<file path="config.mk">
export PLATFORM = sky130hd
export DESIGN_NAME = energy_sleep_ctrl
export DESIGN_NICKNAME = d
export VERILOG_FILES = /design/src/rtl/esc_pkg.sv /design/src/rtl/esc_beacon.sv /design/src/rtl/esc_pair_qual.sv /design/src/rtl/esc_port.sv /design/src/rtl/energy_sleep_ctrl.sv
export SDC_FILE = /design/constraint.sdc
export NUM_CORES = 1
export LEC_CHECK = 0
export BUFFER_PORTS_ARGS = -buffer_cell sky130_fd_sc_hd__buf_2
export CAP_MARGIN = 30
export CORE_ASPECT_RATIO = 0.9
export CORE_UTILIZATION = 63
export CTS_BUF_LIST = sky130_fd_sc_hd__clkbuf_4 sky130_fd_sc_hd__clkbuf_8
export CTS_CLUSTER_SIZE = 16
export DETAILED_ROUTE_END_ITERATION = 6
export PLACE_DENSITY = 0.92
export SLEW_MARGIN = 5
export SYNTH_ARGS = -nofsm -noshare
export SYNTH_HDL_FRONTEND = slang
export SYNTH_SLANG_ARGS = --single-unit
</file>
<file path="constraint.sdc">
create_clock -name clk -period 4.55 [get_ports clk]
set_input_delay 0.6825 -clock clk [delete_from_list [all_inputs] [get_ports clk]]
set_output_delay 0.6825 -clock clk [all_outputs]
set_load 0.01 [all_outputs]
</file>
<file path="src/rtl/esc_pkg.sv">
package esc_pkg;

    localparam int unsigned SEL_W    = 2;
    localparam int unsigned N_PRESET = 1 << SEL_W;

    typedef enum logic [1:0] {
        PW_ACTIVE = 2'd0,
        PW_SLEEP  = 2'd1,
        PW_OFF    = 2'd2
    } pwr_state_e;

    typedef struct packed {
        logic             force_off;
        logic             sleep_en;
        logic             beacon_en;
        logic [SEL_W-1:0] beacon_sel;
        logic             one_pulse;
        logic [SEL_W-1:0] win_sel;
    } port_cfg_t;

    typedef struct packed {
        logic pwr_en;
        logic rst_pulse;
        logic beacon;
        logic awake;
        logic wake_irq;
    } port_out_t;

    // largest entry of a preset table, used to size counters
    function automatic int unsigned preset_max(input int unsigned tbl [N_PRESET]);
        int unsigned m;
        m = 0;
        for (int k = 0; k < int'(N_PRESET); k++) begin
            if (tbl[k] > m) m = tbl[k];
        end
        return m;
    endfunction

endpackage

</file>
<file path="src/rtl/esc_beacon.sv">
module esc_beacon
    import esc_pkg::*;
#(
    parameter int unsigned PER [N_PRESET] = '{16, 32, 64, 128}
) (
    input  logic             clk,
    input  logic             rst,
    input  logic             run,
    input  logic [SEL_W-1:0] sel,
    output logic             strobe
);

    localparam int unsigned CW = $clog2(preset_max(PER) + 1);

    logic [CW-1:0] cnt;
    logic [CW-1:0] last;

    always_comb begin
        last   = CW'(PER[sel] - 1);
        strobe = run && (cnt == last);
    end

    // count sleeping cycles, restart after each strobe
    always_ff @(posedge clk) begin
        if (rst || !run || strobe) cnt <= '0;
        else                       cnt <= cnt + CW'(1);
    end

endmodule

</file>
<file path="src/rtl/esc_pair_qual.sv">
module esc_pair_qual
    import esc_pkg::*;
#(
    parameter int unsigned WIN [N_PRESET] = '{8, 16, 32, 64}
) (
    input  logic             clk,
    input  logic             rst,
    input  logic             listen,
    input  logic             one_pulse,
    input  logic [SEL_W-1:0] sel,
    input  logic             pulse,
    output logic             hit
);

    localparam int unsigned CW = $clog2(preset_max(WIN) + 1);

    logic          armed;
    logic [CW-1:0] wcnt;
    logic [CW-1:0] wlast;

    always_comb begin
        wlast = CW'(WIN[sel] - 1);
        hit   = listen && pulse && (one_pulse || armed);
    end

    always_ff @(posedge clk) begin
        if (rst || !listen || one_pulse) begin
            armed <= 1'b0;
            wcnt  <= '0;
        end else if (!armed) begin
            if (pulse) begin
                armed <= 1'b1;
                wcnt  <= '0;
            end
        end else if (!pulse) begin
            if (wcnt == wlast) begin
                armed <= 1'b0;
                wcnt  <= '0;
            end else begin
                wcnt  <= wcnt + CW'(1);
            end
        end
    end

endmodule

</file>
<file path="src/rtl/esc_port.sv">
module esc_port
    import esc_pkg::*;
#(
    parameter int unsigned QUIET_CYC             = 4,
    parameter int unsigned BEACON_PER [N_PRESET] = '{16, 32, 64, 128},
    parameter int unsigned PAIR_WIN   [N_PRESET] = '{8, 16, 32, 64}
) (
    input  logic      clk,
    input  logic      rst,
    input  port_cfg_t cfg,
    input  logic      line_energy,
    input  logic      rx_pulse,
    input  logic      irq_clr,
    output port_out_t po
);

    localparam int unsigned QW = $clog2(QUIET_CYC + 1);

    pwr_state_e    state, nxt;
    logic [QW-1:0] qcnt;
    logic          quiet_done;
    logic          asleep;
    logic          pair_hit;
    logic          woke;
    logic          rst_set;
    logic          rst_q;
    logic          irq_q;

    assign asleep     = (state == PW_SLEEP);
    assign quiet_done = cfg.sleep_en && !line_energy && (qcnt == QW'(QUIET_CYC - 1));

    esc_beacon #(.PER(BEACON_PER)) u_bcn (
        .clk    (clk),
        .rst    (rst),
        .run    (asleep && cfg.beacon_en),
        .sel    (cfg.beacon_sel),
        .strobe (po.beacon)
    );

    esc_pair_qual #(.WIN(PAIR_WIN)) u_pair (
        .clk       (clk),
        .rst       (rst),
        .listen    (asleep),
        .one_pulse (cfg.one_pulse),
        .sel       (cfg.win_sel),
        .pulse     (rx_pulse),
        .hit       (pair_hit)
    );

    always_comb begin
        nxt     = state;
        woke    = 1'b0;
        rst_set = 1'b0;
        unique case (state)
            PW_OFF: begin
                if (!cfg.force_off) begin
                    nxt     = PW_ACTIVE;
                    rst_set = 1'b1;
                end
            end
            PW_ACTIVE: begin
                if (cfg.force_off)  nxt = PW_OFF;
                else if (quiet_done) nxt = PW_SLEEP;
            end
            PW_SLEEP: begin
                if (cfg.force_off) begin
                    nxt = PW_OFF;
                end else if (!cfg.sleep_en) begin
                    nxt = PW_ACTIVE;
                end else if (line_energy || pair_hit) begin
                    nxt  = PW_ACTIVE;
                    woke = 1'b1;
                end
            end
            default: nxt = PW_OFF;
        endcase
    end

    always_ff @(posedge clk) begin
        if (rst) begin
            state <= PW_ACTIVE;
            rst_q <= 1'b0;
            irq_q <= 1'b0;
        end else begin
            state <= nxt;
            rst_q <= rst_set;
            if (woke)         irq_q <= 1'b1;
            else if (irq_clr) irq_q <= 1'b0;
        end
    end

    // consecutive quiet cycles while powered with sleep allowed
    always_ff @(posedge clk) begin
        if (rst || state != PW_ACTIVE || !cfg.sleep_en || line_energy || quiet_done)
            qcnt <= '0;
        else
            qcnt <= qcnt + QW'(1);
    end

    assign po.pwr_en    = (state == PW_ACTIVE);
    assign po.awake     = !asleep;
    assign po.rst_pulse = rst_q;
    assign po.wake_irq  = irq_q;

endmodule

</file>
<file path="src/rtl/energy_sleep_ctrl.sv">
module energy_sleep_ctrl
    import esc_pkg::*;
#(
    parameter int unsigned NPORTS                = 2,
    parameter int unsigned QUIET_CYC             = 4,
    parameter int unsigned BEACON_PER [N_PRESET] = '{16, 32, 64, 128},
    parameter int unsigned PAIR_WIN   [N_PRESET] = '{8, 16, 32, 64}
) (
    input  logic                    clk,
    input  logic                    rst,
    input  logic [NPORTS-1:0]       force_off,
    input  logic [NPORTS-1:0]       sleep_en,
    input  logic [NPORTS-1:0]       beacon_en,
    input  logic [SEL_W*NPORTS-1:0] beacon_sel,
    input  logic [NPORTS-1:0]       one_pulse_wake,
    input  logic [SEL_W*NPORTS-1:0] pair_win_sel,
    input  logic [NPORTS-1:0]       line_energy,
    input  logic [NPORTS-1:0]       rx_pulse,
    input  logic [NPORTS-1:0]       irq_clr,
    input  logic [NPORTS-1:0]       evt_en,
    output logic [NPORTS-1:0]       xcvr_pwr_en,
    output logic [NPORTS-1:0]       xcvr_rst,
    output logic [NPORTS-1:0]       beacon,
    output logic [NPORTS-1:0]       awake,
    output logic [NPORTS-1:0]       wake_irq,
    output logic                    evt_out
);

    for (genvar i = 0; i < int'(NPORTS); i++) begin : g_port
        port_cfg_t cfg;
        port_out_t po;

        assign cfg.force_off  = force_off[i];
        assign cfg.sleep_en   = sleep_en[i];
        assign cfg.beacon_en  = beacon_en[i];
        assign cfg.beacon_sel = beacon_sel[SEL_W*i +: SEL_W];
        assign cfg.one_pulse  = one_pulse_wake[i];
        assign cfg.win_sel    = pair_win_sel[SEL_W*i +: SEL_W];

        esc_port #(
            .QUIET_CYC  (QUIET_CYC),
            .BEACON_PER (BEACON_PER),
            .PAIR_WIN   (PAIR_WIN)
        ) u_port (
            .clk         (clk),
            .rst         (rst),
            .cfg         (cfg),
            .line_energy (line_energy[i]),
            .rx_pulse    (rx_pulse[i]),
            .irq_clr     (irq_clr[i]),
            .po          (po)
        );

        assign xcvr_pwr_en[i] = po.pwr_en;
        assign xcvr_rst[i]    = po.rst_pulse;
        assign beacon[i]      = po.beacon;
        assign awake[i]       = po.awake;
        assign wake_irq[i]    = po.wake_irq;
    end

    assign evt_out = |(wake_irq & evt_en);

endmodule

</file>
Word level (Yosys, flattened, before mapping)
Index checks and enable logic that the tools add are counted.
Word-level totals
  bits in registers: 46
Operators by class
  bitwise logic cells: 7
  add/sub/neg operators: 10
  magnitude comparators: 4
  equality and inequality tests: 18
  reductions and logical operators: 55
  muxes and demuxes: 56
Operator list (number)
  binary-select mux 32 bit (select 2 bit): 4
  2-to-1 mux 7 bit: 12
  2-to-1 mux 8 bit: 4
  2-to-1 mux 2 bit: 12
  2-to-1 mux 1 bit: 22
  logical OR 1 bit: 20
  adder 8 x 1 -> 8 bit (second input constant): 2
  equality test 8 bit: 2
  subtractor 8 x 1 -> 8 bit (second input constant): 2
  adder 7 x 1 -> 7 bit (second input constant): 2
  equality test 7 bit: 2
  subtractor 7 x 1 -> 7 bit (second input constant): 2
  >= comparator 3 bit (second input constant): 4
  logical AND 1 bit: 12
  inverter 2 -> 3 bit: 4
  one-hot mux 2 bit (3 select lines): 2
  nonzero test 2 bit: 6
  zero test 1 bit: 8
  inequality test 2 bit (second input constant): 4
  inequality test 4 bit (second input constant): 2
  adder 3 x 1 -> 3 bit (second input constant): 2
  equality test 3 x 2 -> 1 bit (second input constant): 2
  inequality test 3 x 2 -> 1 bit (second input constant): 2
  AND reduction 3 bit: 2
  other kinds (7): 14

Logic depth before layout (Yosys ltp)
  word-level depth: 9
  depth in mapped cells: 7

Modules after synthesis
From an unflattened synthesis, not the netlist that was laid out.
Unflattened totals
  cells, all modules: 250
  area total of the unflattened synthesis: 2426.1 µm²
Modules (own cells, without submodules)
  esc_pair_qual: area each 494.2 µm², cells each 53, instances 2
  esc_beacon: area each 405.4 µm², cells each 40, instances 2
  esc_port at g_port[0].u_port: area each 314.1 µm², cells each 32, instances 1
  esc_port at g_port[1].u_port: area each 304.0 µm², cells each 31, instances 1
  energy_sleep_ctrl: area each 8.8 µm², cells each 1, instances 1

Least setup slack after synthesis
Ideal clock, no wire load.
  path type: in2out
  from: input beacon_sel[3]
  to: output beacon[1]
  arrival time: 1.506 ns
  buffers on the path: 1
  slack: 2.362 ns
  data required time: 3.868 ns
  cell stages on the path: 4
  cell sequence: nand2_1 a2111o_1 nor3_1 buf_4
On the way
  longest elaborated chain between the ends: 7
RTL lines
  start, declared: line energy_sleep_ctrl.sv:14  | input logic [SEL_W*NPORTS-1:0] beacon_sel,
  inverter 2 -> 3 bit (not written as such): line esc_beacon.sv:19  | last = CW'(PER[sel] - 1);
  binary-select mux 32 bit (select 2 bit): line esc_beacon.sv:19
  2-to-1 mux 8 bit (not written as such) (2 in a row): line esc_beacon.sv:19
  subtractor 8 x 1 -> 8 bit: line esc_beacon.sv:19
  equality test 8 bit: line esc_beacon.sv:20  | strobe = run && (cnt == last);
  logical AND 1 bit: line esc_beacon.sv:20
  end, declared: line energy_sleep_ctrl.sv:23  | output logic [NPORTS-1:0] beacon,
Every way passes these cells. The select of a mux whose other input is x is not followed.

Final worst setup path
  from: register g_port[1].u_port.u_bcn.cnt[0]
  to: output beacon[1]
On the way
  longest elaborated chain between the ends: 2
RTL lines
  start, declared: line esc_beacon.sv:15  | logic [CW-1:0] cnt;
  start signal, assigned: line esc_beacon.sv:26  | else cnt <= cnt + CW'(1);
  equality test 8 bit: line esc_beacon.sv:20
  logical AND 1 bit: line esc_beacon.sv:20
Every way passes these cells.

==> flow_summary_export.csv <==
group,metric,value,unit
drt,via_count,2025,
clocking,cts_root_buffer,"sky130_fd_sc_hd__clkbuf_8",
clocking,worst_setup_hold_path_clk_slew,0.08,ns
floorplanning,row_count,20,
drt,wl,4271,um
clocking,clk_latency,0.30,ns
drt,drt_pre_antenna_iters,4,
sta,fin_ws,2.115,ns
yosys,yosys-top-cells-count,"sky130_fd_sc_hd__nor2_1 (55), sky130_fd_sc_hd__dfxtp_1 (46), sky130_fd_sc_hd__nand2_1 (25)",
drt,drt-met1-wl,1960,um
yosys,syn-num-nets,326,
yosys,combinational_family_with_the_most_area_after_synthesis,"simple AND/OR/NAND/NOR gates",
yosys,post-synth-top-area-fraction,0.3951,
placed_design,detailedPlace.worstSlack,2.174,ns
cells_and_area,stdcell_count,364,
grt,grt_first_pass_wirelength,7251,um
worst_setup_path,worstSetupPathType,"flip-flop to output pin",
yosys,synthesis.instances,292,
grt,grt.total_usage,0.2421,
yosys,compound_gate_fraction_of_synth_area,0.1326,
yosys,synth_mux_area_frac,0.01288,
clocking,cts_resized,0,
drt,drc_errors,0,
floorplanning,die_y,59.71,um
floorplanning,initial_utilization,0.6750,
worst_setup_path,reg2reg_from,"g_port[1].u_port.u_bcn.cnt[0]",
placed_design,gp_congestion,0.8018,
yosys,synthMostInstantiatedCell,"sky130_fd_sc_hd__nor2_1",
sta,fin_hold_viols,0,
floorplanning,core_region_area,0.003453,mm2
placed_design,io_buffer_count,36,
sta,finalMaxSlewViolations,0,
min_path,min_from,"g_port[1].u_port.qcnt[0]",
drt,route.met2.wl,2091,um
worst_setup_path,cp_max_fo,3,
cells_and_area,multi_input_comb_area,0.001292,mm2
power,p_leak,0.0009600,uW
cells_and_area,layout.nets,353,
power,pwr_density,274.7,mW/mm2
sta,final.period_utilization,0.5351,
sta,finClkSkew,0.006167,ns
grt,first_global_vias,1816,
clocking,cts_hold_repair.buffers,0,
yosys,synth-seq-area-share,0.3951,
flow_run,drv_cap,0,
grt,grt_antenna_before_repair,0,
clocking,cts_post_setup_buffers_inserted,0,
sta,maxClockFrequency,410.7,MHz
clocking,cts_sinks,46,
drt,post_drt_via_cell_ratio,5.563,
clocking,cts_tree,"done",
cells_and_area,final_layout_size_suffix_gt1_frac,0.1469,
yosys,ys_async_sr_fraction,0,
grt,grt_max_degree,16,
power,worst_ir_drop_vdd,0.0002065,V
yosys,synth.distinct_cells,42,
sta,setup_repair_after_global_routing_missed_its_margin,"false",
yosys,synth_warnings,0,
clocking,cts_inserted_buffers,5,
worst_setup_path,setup.worst_path.end_class,"output pin",
yosys,yosys-top-cells-area,"sky130_fd_sc_hd__dfxtp_1 (40%), sky130_fd_sc_hd__nor2_1 (8.9%), sky130_fd_sc_hd__a21oi_1 (4.7%), sky130_fd_sc_hd__ha_1 (4.3%), sky130_fd_sc_hd__nand2_1 (4.0%)",
drt,route.antenna.remaining_nets,0,
sta,slew-limit-headroom,0.6994,
sta,setup-tns-final,0,ns
worst_setup_path,timing.critical_path.from,"g_port[1].u_port.u_bcn.cnt[0]",
clocking,cts_htree_levels,2,
floorplanning,io_pins,37,
yosys,synth-seq-cells,46,
floorplanning,total_die_area,0.003947,mm2
worst_setup_path,timing.critical_path.required,3.87,ns
drt,detail_route.iter0.violations,131,
sta,tightest_slew,0.4503,ns
yosys,yosys.area_share.simple,0.3097,
floorplanning,die_w,66.12,um
yosys,postSynth.topFlopCell,"sky130_fd_sc_hd__dfxtp_1",
min_path,hold_path.class,"flip-flop to flip-flop",
cells_and_area,final_core_utilization,0.7453,
run_status,result_of_the_run,"finished clean",
yosys,synth_top_area_cell,"sky130_fd_sc_hd__dfxtp_1",
worst_setup_path,rrSetupSlack,2.82,ns
yosys,synthAdderAreaFrac,0.04294,
grt,gr-total-overflow,0,
drt,met3_wirelength,161,um
cells_and_area,syn_to_final_growth,10.41,%
placed_design,place_inst,356,
cells_and_area,ff_latch_area,920.9,um2
yosys,avgSynthCellArea,7.983,um2
worst_setup_path,critPathLaunchType,"flip-flop",
drt,average_wire_per_cell_in_the_routed_design,11.73,um
yosys,synth.cell_area,0.002331,mm2
cells_and_area,insertedDiodeCount,0,
sta,time_the_final_worst_path_needs_with_i_o_delays_and_setup,2.435,ns
sta,setup_violations,0,
cells_and_area,fillers,268,
clocking,cts-root-to-sink-buffers,2,
yosys,synth_xor_area_frac,0.05636,
worst_setup_path,worst-endpoint-arrival,1.75,ns
placed_design,detailed_place_hpwl,3135,um
yosys,synth_enable_flop_cells,0,
drt,highest_layer,"met4",
==> layer usage <==
layer  global-route usage  up-vias
met4               0.1155        0
met2               0.4227       30
met5                    0        -
li1                     -     1056
met3              0.04962        7
met1               0.2852      932
==> cell type report <==
type | count | share of cell area
clock buffer | 6 | 0.03209
clock inverter | 2 | 0.004861
inverter | 8 | 0.01167
multi-input combinational | 222 | 0.5022
sequential | 46 | 0.3578
tap | 44 | 0.02139
timing repair buffer | 36 | 0.07000
==> kinds of logic (layout without fill, tap and decap cells) <==
kind of cell / count (synthesis) / after routing
flip-flops: 46 / 46
AO/OA/AOI/OAI: 50 / 50
XOR/XNOR: 15 / 15
adder cells (fa/ha/maj): 8 / 8
AND/OR/NAND/NOR: 146 / 146
multiplexers: 3 / 3
buffers and inverters: 24 / 52
==> worst paths after layout <==
kind	to	depth (start not counted)
worst min-delay path	g_port[1].u_port.qcnt[0]	1
worst max-delay path	beacon[1]	5
worst min register to register	g_port[1].u_port.qcnt[0]	1
worst max register to register	g_port[1].u_port.u_bcn.cnt[5]	5
==> where the power goes <==
group | internal (uW) | total [uW] | switching, uW
combinational | 19.9 | 43.4 | 23.5
clock | 122 | 255 | 133
sequential | 405 | 409 | 3.69
total | 547 | 707 | 160
==> critical path, cell delays in order, from the launching register on <==
cell and delay (ns):
sky130_fd_sc_hd__dfxtp_1 0.36, sky130_fd_sc_hd__ha_1 0.19, sky130_fd_sc_hd__nand3_1 0.14, sky130_fd_sc_hd__a2111o_1 0.42, sky130_fd_sc_hd__nor3_1 0.20, sky130_fd_sc_hd__buf_2 0.16
==> layout by cell type (no fill, tap or decap), types with 8 or more instances in the layout <==
cell                       n
sky130_fd_sc_hd__buf_2    36
sky130_fd_sc_hd__inv_1     8
sky130_fd_sc_hd__nand2_1  25
sky130_fd_sc_hd__ha_1      8
sky130_fd_sc_hd__xnor2_1   9
sky130_fd_sc_hd__nand3_1  13
sky130_fd_sc_hd__o21ai_0  12
sky130_fd_sc_hd__nor3_1    9
sky130_fd_sc_hd__a21oi_1  22
sky130_fd_sc_hd__dfxtp_1  46
sky130_fd_sc_hd__nor2b_1   8
sky130_fd_sc_hd__nor2_1   55
==> stage by stage <==
| stage | total power [uW] | hold slack, ns | instance area, um2 |
|---|---|---|---|
| 6_report | 707.1 | 0.4229 | 2574 |
| 5_1_grt | 742.0 | 0.4475 | 2574 |
| 4_1_cts | 718.1 | 0.4246 | 2574 |
| 3_5_place_dp | 461.7 | 0.4124 | 2479 |
| 3_3_place_gp | 459.9 | 0.4095 | 2479 |
| 2_1_floorplan | 442.2 | 0.3973 | 2331 |
==> flip-flops by register name (all words and copies together), names as in the netlist <==
register	count
g_port.u_port.irq_q	2
g_port.u_port.qcnt	6
g_port.u_port.rst_q	2
g_port.u_port.state	4
g_port.u_port.u_bcn.cnt	16
g_port.u_port.u_pair.armed	2
g_port.u_port.u_pair.wcnt	14
Note: power is estimated with default switching activity, not from simulation.
